[src/rtl/llc_hint_pkg.sv]
// Shared types for the hint-aware LLC tag array.
// Assumes nothing beyond the standard.
package llc_hint_pkg;
    // Kind of operation granted the single lookup port this cycle.
    typedef enum logic [1:0] {
        OP_NONE   = 2'd0,
        OP_DEMAND = 2'd1,
        OP_HINT   = 2'd2
    } op_kind_e;
endpackage

[src/rtl/llc_hint_arb.sv]
// Picks the operation that uses the lookup port and keeps a one-entry hint buffer.
// Demand requests always win. A hint that loses waits in the buffer. If the
// buffer is full while a demand request holds the port, a new hint is dropped.
// Hints from a core level other than cfg_hint_lvl are filtered out here.
module llc_hint_arb
    import llc_hint_pkg::*;
#(
    parameter int ADDR_W = 12
) (
    input  logic              clk,
    input  logic              rst_n,
    input  logic              req_valid,
    input  logic [ADDR_W-1:0] req_addr,
    input  logic              hint_valid,
    input  logic              hint_lvl,
    input  logic [ADDR_W-1:0] hint_addr,
    input  logic              cfg_hint_lvl,
    output op_kind_e          op_kind,
    output logic [ADDR_W-1:0] op_addr
);
    logic              hint_ok;
    logic              buf_full;
    logic [ADDR_W-1:0] buf_addr;

    assign hint_ok = hint_valid && (hint_lvl == cfg_hint_lvl);

    // Grant the port: demand first, then the buffered hint, then a fresh hint.
    always_comb begin
        if (req_valid) begin
            op_kind = OP_DEMAND;
            op_addr = req_addr;
        end else if (buf_full) begin
            op_kind = OP_HINT;
            op_addr = buf_addr;
        end else if (hint_ok) begin
            op_kind = OP_HINT;
            op_addr = hint_addr;
        end else begin
            op_kind = OP_NONE;
            op_addr = '0;
        end
    end

    // Fill, keep, refill or drain the one-entry hint buffer.
    always_ff @(posedge clk) begin
        if (!rst_n) begin
            buf_full <= 1'b0;
            buf_addr <= '0;
        end else if (req_valid) begin
            if (hint_ok && !buf_full) begin
                buf_full <= 1'b1;
                buf_addr <= hint_addr;
            end
        end else if (buf_full) begin
            if (hint_ok) begin
                buf_addr <= hint_addr;
            end else begin
                buf_full <= 1'b0;
            end
        end
    end
endmodule

[src/rtl/llc_way_lookup.sv]
// Tag compare and way choice for one set.
// Gives the hit way, and for a miss the fill way: the lowest invalid way, or
// else the way with the oldest age. Assumes the ages form a permutation.
module llc_way_lookup #(
    parameter int WAYS  = 4,
    parameter int TAG_W = 10,
    localparam int WAY_W = $clog2(WAYS)
) (
    input  logic [WAYS-1:0][TAG_W-1:0] tags,
    input  logic [WAYS-1:0]            valids,
    input  logic [WAYS-1:0][WAY_W-1:0] ages,
    input  logic [TAG_W-1:0]           tag,
    output logic                       hit,
    output logic [WAY_W-1:0]           hit_way,
    output logic [WAY_W-1:0]           fill_way,
    output logic                       fill_evicts
);
    logic [WAYS-1:0] match;

    genvar w;
    generate
        for (w = 0; w < WAYS; w++) begin : g_cmp
            assign match[w] = valids[w] && (tags[w] == tag);
        end
    endgenerate

    // Encode the matching way; tags in a set are unique, so at most one matches.
    always_comb begin
        hit     = |match;
        hit_way = '0;
        for (int i = 0; i < WAYS; i++) begin
            if (match[i]) hit_way = WAY_W'(i);
        end
    end

    // Pick the fill way: the lowest invalid way, else the oldest way.
    always_comb begin
        fill_evicts = &valids;
        fill_way    = '0;
        if (fill_evicts) begin
            for (int i = 0; i < WAYS; i++) begin
                if (ages[i] == WAY_W'(WAYS - 1)) fill_way = WAY_W'(i);
            end
        end else begin
            for (int i = WAYS - 1; i >= 0; i--) begin
                if (!valids[i]) fill_way = WAY_W'(i);
            end
        end
    end
endmodule

[src/rtl/llc_age_update.sv]
// True-LRU promotion for one set: the chosen way gets age 0, and every way
// younger than its old age ages by one. Keeps a permutation a permutation.
module llc_age_update #(
    parameter int WAYS = 4,
    localparam int WAY_W = $clog2(WAYS)
) (
    input  logic [WAYS-1:0][WAY_W-1:0] ages,
    input  logic [WAY_W-1:0]           sel_way,
    output logic [WAYS-1:0][WAY_W-1:0] new_ages
);
    logic [WAY_W-1:0] sel_age;

    assign sel_age = ages[sel_way];

    genvar w;
    generate
        for (w = 0; w < WAYS; w++) begin : g_age
            assign new_ages[w] = (sel_way == WAY_W'(w)) ? '0 :
                                 (ages[w] < sel_age)    ? ages[w] + 1'b1 :
                                                          ages[w];
        end
    endgenerate
endmodule

[src/rtl/llc_hint_lru.sv]
// LLC tag and true-LRU state array that takes demand requests and core-hit hints.
// A demand request looks up its line and allocates on a miss. It reports a
// victim and a back-invalidate when a valid line is replaced. A hint that hits
// only promotes the line. Line addresses are {tag, set}. SETS and WAYS are
// powers of two, and WAYS is at least 2.
module llc_hint_lru
    import llc_hint_pkg::*;
#(
    parameter int ADDR_W = 12,
    parameter int SETS   = 4,
    parameter int WAYS   = 4,
    localparam int IDX_W = $clog2(SETS),
    localparam int TAG_W = ADDR_W - IDX_W,
    localparam int AGE_W = $clog2(WAYS)
) (
    input  logic              clk,
    input  logic              rst_n,
    input  logic              req_valid,
    input  logic [ADDR_W-1:0] req_addr,
    input  logic              hint_valid,
    input  logic              hint_lvl,
    input  logic [ADDR_W-1:0] hint_addr,
    input  logic              cfg_hint_lvl,
    output logic              resp_valid,
    output logic              resp_hit,
    output logic              victim_valid,
    output logic [ADDR_W-1:0] victim_addr,
    output logic              binv_valid,
    output logic [ADDR_W-1:0] binv_addr
);
    logic [SETS-1:0][WAYS-1:0][TAG_W-1:0] tag_q;
    logic [SETS-1:0][WAYS-1:0]            valid_q;
    logic [SETS-1:0][WAYS-1:0][AGE_W-1:0] age_q;

    op_kind_e          op_kind;
    logic [ADDR_W-1:0] op_addr;
    logic [IDX_W-1:0]  set_idx;
    logic [TAG_W-1:0]  op_tag;
    logic              hit;
    logic [AGE_W-1:0]  hit_way;
    logic [AGE_W-1:0]  fill_way;
    logic              fill_evicts;
    logic [AGE_W-1:0]  touch_way;
    logic [WAYS-1:0][AGE_W-1:0] new_ages;
    logic              is_demand;
    logic              do_touch;
    logic              do_fill;

    llc_hint_arb #(.ADDR_W(ADDR_W)) u_arb (
        .clk          (clk),
        .rst_n        (rst_n),
        .req_valid    (req_valid),
        .req_addr     (req_addr),
        .hint_valid   (hint_valid),
        .hint_lvl     (hint_lvl),
        .hint_addr    (hint_addr),
        .cfg_hint_lvl (cfg_hint_lvl),
        .op_kind      (op_kind),
        .op_addr      (op_addr)
    );

    assign set_idx = op_addr[IDX_W-1:0];
    assign op_tag  = op_addr[ADDR_W-1:IDX_W];

    llc_way_lookup #(.WAYS(WAYS), .TAG_W(TAG_W)) u_lookup (
        .tags        (tag_q[set_idx]),
        .valids      (valid_q[set_idx]),
        .ages        (age_q[set_idx]),
        .tag         (op_tag),
        .hit         (hit),
        .hit_way     (hit_way),
        .fill_way    (fill_way),
        .fill_evicts (fill_evicts)
    );

    assign is_demand = (op_kind == OP_DEMAND);
    assign do_fill   = is_demand && !hit;
    assign do_touch  = is_demand || ((op_kind == OP_HINT) && hit);
    assign touch_way = hit ? hit_way : fill_way;

    llc_age_update #(.WAYS(WAYS)) u_age (
        .ages     (age_q[set_idx]),
        .sel_way  (touch_way),
        .new_ages (new_ages)
    );

    // Hold tags, valid bits and ages; reset clears lines and seeds ages to way order.
    always_ff @(posedge clk) begin
        if (!rst_n) begin
            for (int s = 0; s < SETS; s++) begin
                for (int w = 0; w < WAYS; w++) begin
                    tag_q[s][w]   <= '0;
                    valid_q[s][w] <= 1'b0;
                    age_q[s][w]   <= AGE_W'(w);
                end
            end
        end else if (do_touch) begin
            age_q[set_idx] <= new_ages;
            if (do_fill) begin
                tag_q[set_idx][fill_way]   <= op_tag;
                valid_q[set_idx][fill_way] <= 1'b1;
            end
        end
    end

    // Register the demand response, the victim and the back-invalidate.
    always_ff @(posedge clk) begin
        if (!rst_n) begin
            resp_valid   <= 1'b0;
            resp_hit     <= 1'b0;
            victim_valid <= 1'b0;
            victim_addr  <= '0;
            binv_valid   <= 1'b0;
            binv_addr    <= '0;
        end else begin
            resp_valid   <= is_demand;
            resp_hit     <= is_demand && hit;
            victim_valid <= do_fill && fill_evicts;
            binv_valid   <= do_fill && fill_evicts;
            victim_addr  <= {tag_q[set_idx][fill_way], set_idx};
            binv_addr    <= {tag_q[set_idx][fill_way], set_idx};
        end
    end
endmodule

[config.mk]
export PLATFORM = sky130hd
export DESIGN_NAME = llc_hint_lru
export DESIGN_NICKNAME = d
export VERILOG_FILES = /design/src/rtl/llc_hint_pkg.sv /design/src/rtl/llc_hint_arb.sv /design/src/rtl/llc_way_lookup.sv /design/src/rtl/llc_age_update.sv /design/src/rtl/llc_hint_lru.sv
export SDC_FILE = /design/constraint.sdc
export NUM_CORES = 1
export LEC_CHECK = 0
export BUFFER_PORTS_ARGS = -buffer_cell sky130_fd_sc_hd__clkbuf_2
export CAP_MARGIN = 40
export CORE_UTILIZATION = 64
export CTS_BUF_LIST = sky130_fd_sc_hd__clkbuf_4
export CTS_CLUSTER_DIAMETER = 60
export DETAILED_ROUTE_END_ITERATION = 10
export GPL_ROUTABILITY_DRIVEN = 0
export GPL_TIMING_DRIVEN = 0
export HOLD_SLACK_MARGIN = 0.02
export PLACE_DENSITY = 0.83
export RECOVER_POWER = 50
export SYNTH_ARGS = -nofsm -noshare
export SYNTH_HDL_FRONTEND = slang
export SYNTH_SLANG_ARGS = --single-unit
[constraint.sdc]
create_clock -name clk -period 9.46 [get_ports clk]
set_clock_uncertainty 0.2 [all_clocks]
set_input_delay 1.892 -clock clk [delete_from_list [all_inputs] [get_ports clk]]
set_output_delay 1.892 -clock clk [all_outputs]
set_load 0.1 [all_outputs]
Yosys cells after proc, flatten, opt, wreduce, memory -nomap -nowiden

Cells that the tools add are included.

Flip-flop bits (word level): 236
Bits in latches: 0
RAM bits: 0
Memory bits (read-only): 0
Bits of input ports: 30
Memories kept: 0

Add/sub/neg operators: 4
Multipliers: 0
Div/mod/pow operators: 0
Order comparisons: 9
Equality and inequality tests: 14
Shift operators: 0
Mux-type cells: 56
Bitwise logic cells: 1
Reduce and logical (&&, ||, !) cells: 22

Operators with widths:

| kind                                                                  | number |
|---|---|
| 160-bit bitwise mux                                                   | 1 |
| 12-bit 2-to-1 mux                                                     | 7 |
| 40-bit binary-select mux with 2-bit select                            | 1 |
| 40-bit demux with 2-bit select                                        | 1 |
| 40-bit 2-to-1 mux                                                     | 2 |
| 2-bit 2-to-1 mux                                                      | 22 |
| 10-bit == test                                                        | 4 |
| 32-bit bitwise mux                                                    | 1 |
| 10-bit binary-select mux with 2-bit select                            | 1 |
| 10-bit demux with 2-bit select                                        | 1 |
| 10-bit 2-to-1 mux                                                     | 2 |
| 8-bit binary-select mux with 2-bit select                             | 1 |
| 8-bit demux with 2-bit select                                         | 1 |
| 8-bit 2-to-1 mux                                                      | 2 |
| 16-bit bitwise OR                                                     | 1 |
| 2-bit == test (second input constant)                                 | 6 |
| 1-bit logical AND                                                     | 12 |
| 2-bit by 3-bit < comparator with 1-bit output (second input constant) | 3 |
| 2-bit by 1-bit adder with 2-bit output (second input constant)        | 4 |
| 4-bit binary-select mux with 2-bit select                             | 1 |
| 4-bit demux with 2-bit select                                         | 1 |
| 2-bit < comparator                                                    | 4 |
| 4-bit 2-to-1 mux                                                      | 2 |
| 1-bit 2-to-1 mux                                                      | 7 |
| other kinds (14)                                                      | 18 |

Depth between registers and ports, before layout

Word-level depth: 19
Gate-level depth with buffers: 28
Depth with buffers taken out: 21

Cells and area by module

Synthesis repeated with hierarchy kept, for this count alone.

Cell total of the unflattened synthesis: 1169
Area, all modules: 12781.0 um2

Modules (own cells, without submodules):

| module         | times used | cells an instance | area an instance (um2) | sequential area each (um2) |
|---|---|---|---|---|
| llc_hint_lru   | 1          | 939               | 10968.0                | 4464.3 |
| llc_hint_arb   | 1          | 120               | 919.6                  | 260.2 |
| llc_way_lookup | 1          | 75                | 594.3                  | 0.0 |
| llc_age_update | 1          | 35                | 299.0                  | 0.0 |

Worst setup path before layout

OpenSTA, ideal clock, no wires.

Kind: input-to-reg
Start point: in req_valid
End point: reg age_q[11] (netlist bit)
Arrival: 6.892 ns
Data required time: 9.133 ns
Setup slack: 2.240 ns
Stages: 25
Cells stage by stage: nand4bb_1 o211ai_2 buf_4 buf_6 buf_4 clkbuf_1 clkbuf_1 nand2_1 and3_1 a31oi_1 ha_1 nor2b_1 nor3_1 o21ai_1 and2_1 buf_2 a21oi_2 o21bai_2 mux2_2 o21ai_0 ha_1 a21boi_1 a221oi_2 mux2i_1 o21ai_1

Longest elaborated chain between the ends: 15
Elaborated cells on any way between the ends: 50
Those cells by class: 1 x add/sub; 3 x order compare; 10 x eq/ne; 27 x mux; 9 x reduce/logical

Ends and longest elaborated chain:

| item                                                                     | RTL line                                                         | source |
|---|---|---|
| start: declaration                                                       | llc_hint_lru.sv:18                                               | `input logic req_valid,` |
| 12-bit 2-to-1 mux                                                        | llc_hint_arb.sv:29                                               | `if (req_valid) begin` |
| 40-bit binary-select mux with 2-bit select, or another cell as far along | llc_hint_lru.sv:66                                               | `.tags (tag_q[set_idx]),` |
| 40-bit 2-to-1 mux (implied by the code), or another cell as far along    | llc_hint_lru.sv:66                                               |  |
| 10-bit == test, or another cell as far along                             | llc_way_lookup.sv:23                                             | `assign match[w] = valids[w] && (tags[w] == tag);` |
| 1-bit logical AND, or another cell as far along                          | llc_way_lookup.sv:23                                             |  |
| 1-bit 2-to-1 mux, or another cell as far along                           | llc_way_lookup.sv:32                                             | `if (match[i]) hit_way = WAY_W'(i);` |
| 2-bit 2-to-1 mux (on tied branches)                                      | llc_way_lookup.sv:32, llc_way_lookup.sv:42, llc_way_lookup.sv:46 |  |
| 2-bit 2-to-1 mux (on tied branches)                                      | llc_way_lookup.sv:32, llc_way_lookup.sv:40                       |  |
| 2-bit 2-to-1 mux                                                         | llc_hint_lru.sv:79                                               | `assign touch_way = hit ? hit_way : fill_way;` |
| 2-bit binary-select mux with 2-bit select                                | llc_age_update.sv:13                                             | `assign sel_age = ages[sel_way];` |
| 2-bit 2-to-1 mux (implied by the code)                                   | llc_age_update.sv:13                                             |  |
| 2-bit < comparator                                                       | llc_age_update.sv:19                                             | `(ages[w] < sel_age) ? ages[w] + 1'b1 :` |
| 2-bit 2-to-1 mux                                                         | llc_age_update.sv:19                                             |  |
| 2-bit 2-to-1 mux                                                         | llc_age_update.sv:18                                             | `assign new_ages[w] = (sel_way == WAY_W'(w)) ? '0 :` |
| 32-bit bitwise mux                                                       | llc_hint_lru.sv:98                                               | `age_q[set_idx] <= new_ages;` |
| end signal: indexed assignment                                           | llc_hint_lru.sv:94                                               | `age_q[s][w] <= AGE_W'(w);` |
| end signal: indexed assignment                                           | llc_hint_lru.sv:98                                               |  |
| end: declaration                                                         | llc_hint_lru.sv:33                                               | `logic [SETS-1:0][WAYS-1:0][AGE_W-1:0] age_q;` |

Parallel ways exist; a longest one is shown, timed or not. The select of a mux whose other input is x is not followed.
A chain may end at the register's enable or synchronous reset.

Worst setup path in the final report

Start point: in req_valid
End point: reg age_q[19] (netlist bit)

Same word-level chain as after synthesis.

==> impl_metrics.toml <==
[clock_network]
cts_tree = "yes"
clkTransAtPathRegs_ns = 0.06
cts_resized = 0
hold_buffers = 0
cts_htree_levels = 2
cts_made_buffers = 58
clock_latency_ns = 0.76
post_cts_buffers = 0
cts_root_buffer = "clkbuf_4"
cts_sinks = 236
cts_buffer_depth = 3

[synthesis]
synth.most_common_cell = "nand2_1"
synthArstFlopShare = 0
synth_commonest_cells = "nand2_1, dfxtp_1, a21oi_1"
synthesis.instances = 1494
yosysTopAreaCell = "dfxtp_1"
synth_area_leaders = "dfxtp_1, nand2_1, mux2i_1, a21oi_1, o21ai_0"
ys_types = 63
synth_top_area_frac = 0.401
ys_seq_area_frac = 0.401
ys_warn_count = 0
synthFlopType = "dfxtp_1"
syn-cell-area_um2 = 11800
avgSynthCellArea_um2 = 7.89
synth_edf_count = 0
ys_ff_latch = 236
syn_nets = 1531

[hold_path]
hold_path_class = "reg -> reg"

[timing]
setup_ws_ns = 0.941
setup_viol = 0
fin_crit_ns = 8.52
fin_setup_tns_ns = 0
tightest_slew_ns = 1.16
fin_crit_sh = 0.901
rsz0062_at_grt = "no"
relSlewSlack = 0.221
hold_viol = 0
final-max-slew-violation-count = 0
fmax_ghz = 0.117

[power_and_ir_drop]
clockPowerShare = 0.336
sw_frac_of_total = 0.337
power_density_nw_per_um2 = 178
ir_drop_mv = 0.131
p_int_mw = 1.52
switching_power_mw = 0.775
seqPwrFrac = 0.449
p_leak_nw = 5.10
pwr-share-comb = 0.215

[critical_path]
cp_common_cell = "clkbuf_1"
crit_path_max_incr_delay_ns = 0.54
arrival_ns = 8.89
cp.required_ns = 9.83
crit_slowest_cell = "clkbuf_1"
cp-start-kind = "input pin"
setup.worst_path.class = "in -> reg"
worstPathMaxFanout = 10
critPathCaptureType = "register"

[global_route]
overflow = 0
grt_pass1_wl_um = 60300
grt_max_degree = 17
grt_pass1_vias = 11200
grt_usage = 0.423
antenna_found_initial = 0

[floorplanning]
die-area_um2 = 19000
initial_core_util = 0.654
die_w_um = 138
fp-row-count = 49
fp.dieH_um = 138
core_area_um2 = 18000
io_pins = 58

[job]
max-cap-violations = 0

[drt]
drc = 0
via_per_inst = 6.43
ant_nets = 0
routed-via-count = 12000
wire_per_inst_um = 21.2
routed_wl_um = 39600
drt_iter0_markers = 1680
firstDrtPassIters = 6

[cells_and_area]
fillers = 1501
num_antenna_cells = 0
area_growth_pct = 9.28
drive_above_1_share = 0.105
num-nets-final = 1648

[placed_design]
io_buffers = 57
hpwl_um = 27700
pre_cts_ws_ns = 0.642

[run_status]
status = "finished clean"
==> placed cells by master, fill, tap and decap left out, drive strengths merged, types with 3 or more instances in the layout <==
cell,instances
a211oi,8
a21boi,6
a21oi,185
a221oi,3
a22o,5
a22oi,15
a311oi,4
a31oi,17
a32oi,10
and2,8
and3,24
buf,52
clkbuf,230
clkinv,6
dfxtp,236
ha,7
inv,12
mux2,4
mux2i,96
mux4,3
nand2,282
nand2b,4
nand3,29
nand3b,3
nand4,9
nand4bb,3
nor2,116
nor2b,5
nor3,8
nor3b,4
nor4,4
o2111ai,4
o211ai,8
o21ai,160
or2,3
xnor2,23
xor2,21
==> kinds of logic after synthesis <==
logic type               share of synthesized area
AND/OR/NAND/NOR                              0.187
AO/OA/AOI/OAI                                0.213
flip-flops                                   0.401
buffers and inverters                       0.0663
multiplexers                                0.0911
XOR/XNOR                                    0.0333
adder cells (fa/ha/maj)                    0.00743
==> routing by layer <==
metal  GRT usage  part of all wire
met4       0.241             0.056
met2       0.640              0.43
met5           0                 0
met1       0.529              0.38
met3       0.134              0.14
==> stage by stage <==
stage          instance area (um^2)  utilization  hold WS, ns  std cells  power [mW]
3_3_place_gp                  12400        0.685        0.236       1780        1.52
5_1_grt                       12900        0.714        0.274       1865        2.37
3_5_place_dp                  12400        0.685        0.237       1780        1.53
2_1_floorplan                 11800            -        0.226       1494        1.40
6_report                      12900        0.714        0.246       1865        2.30
4_1_cts                       13000        0.720        0.246       1865        2.28
==> final timing paths <==
check,to,cells past startpoint,start,slack [ns]
max,age_q[19],27,req_valid,0.94
max reg2reg,age_q[19],26,u_arb.buf_full,1.89
min,valid_q[5],2,valid_q[5],0.25
min reg2reg,valid_q[5],2,valid_q[5],0.25
==> critical path: cells and delay by family <==
kind	cells	cell delay, ns
buffers and inverters	8	2.39
AO/OA/AOI/OAI	9	2.39
AND/OR/NAND/NOR	6	0.80
multiplexers	2	0.78
adder cells (fa/ha/maj)	2	0.61
==> sequential cells by signal, indices dropped and copies added, names as in the netlist <==
name,flops
age_q,32
binv_addr,12
binv_valid,1
resp_hit,1
resp_valid,1
tag_q,160
u_arb.buf_addr,12
u_arb.buf_full,1
valid_q,16
==> power by group through the flow <==
stage,logic (mW),clock network (mW),registers (mW)
6_report,0.494,0.772,1.03
5_1_grt,0.517,0.814,1.03
4_1_cts,0.480,0.768,1.03
3_5_place_dp,0.478,0,1.05
3_3_place_gp,0.469,0,1.05
2_1_floorplan,0.315,0,1.08
==> layout make-up <==
| class | count | area (um^2) | area share |
|---|---|---|---|
| Clock inverter | 8 | 38.8 | 0.00301 |
| Multi-Input combinational cell | 1099 | 6240 | 0.485 |
| Timing Repair Buffer | 57 | 248 | 0.0192 |
| Clock buffer | 77 | 578 | 0.0449 |
| Tap cell | 229 | 287 | 0.0223 |
| Sequential cell | 236 | 4720 | 0.367 |
| Buffer | 148 | 719 | 0.0559 |
| Inverter | 11 | 41.3 | 0.00321 |
No activity file was read; power rests on OpenSTA's default activity.
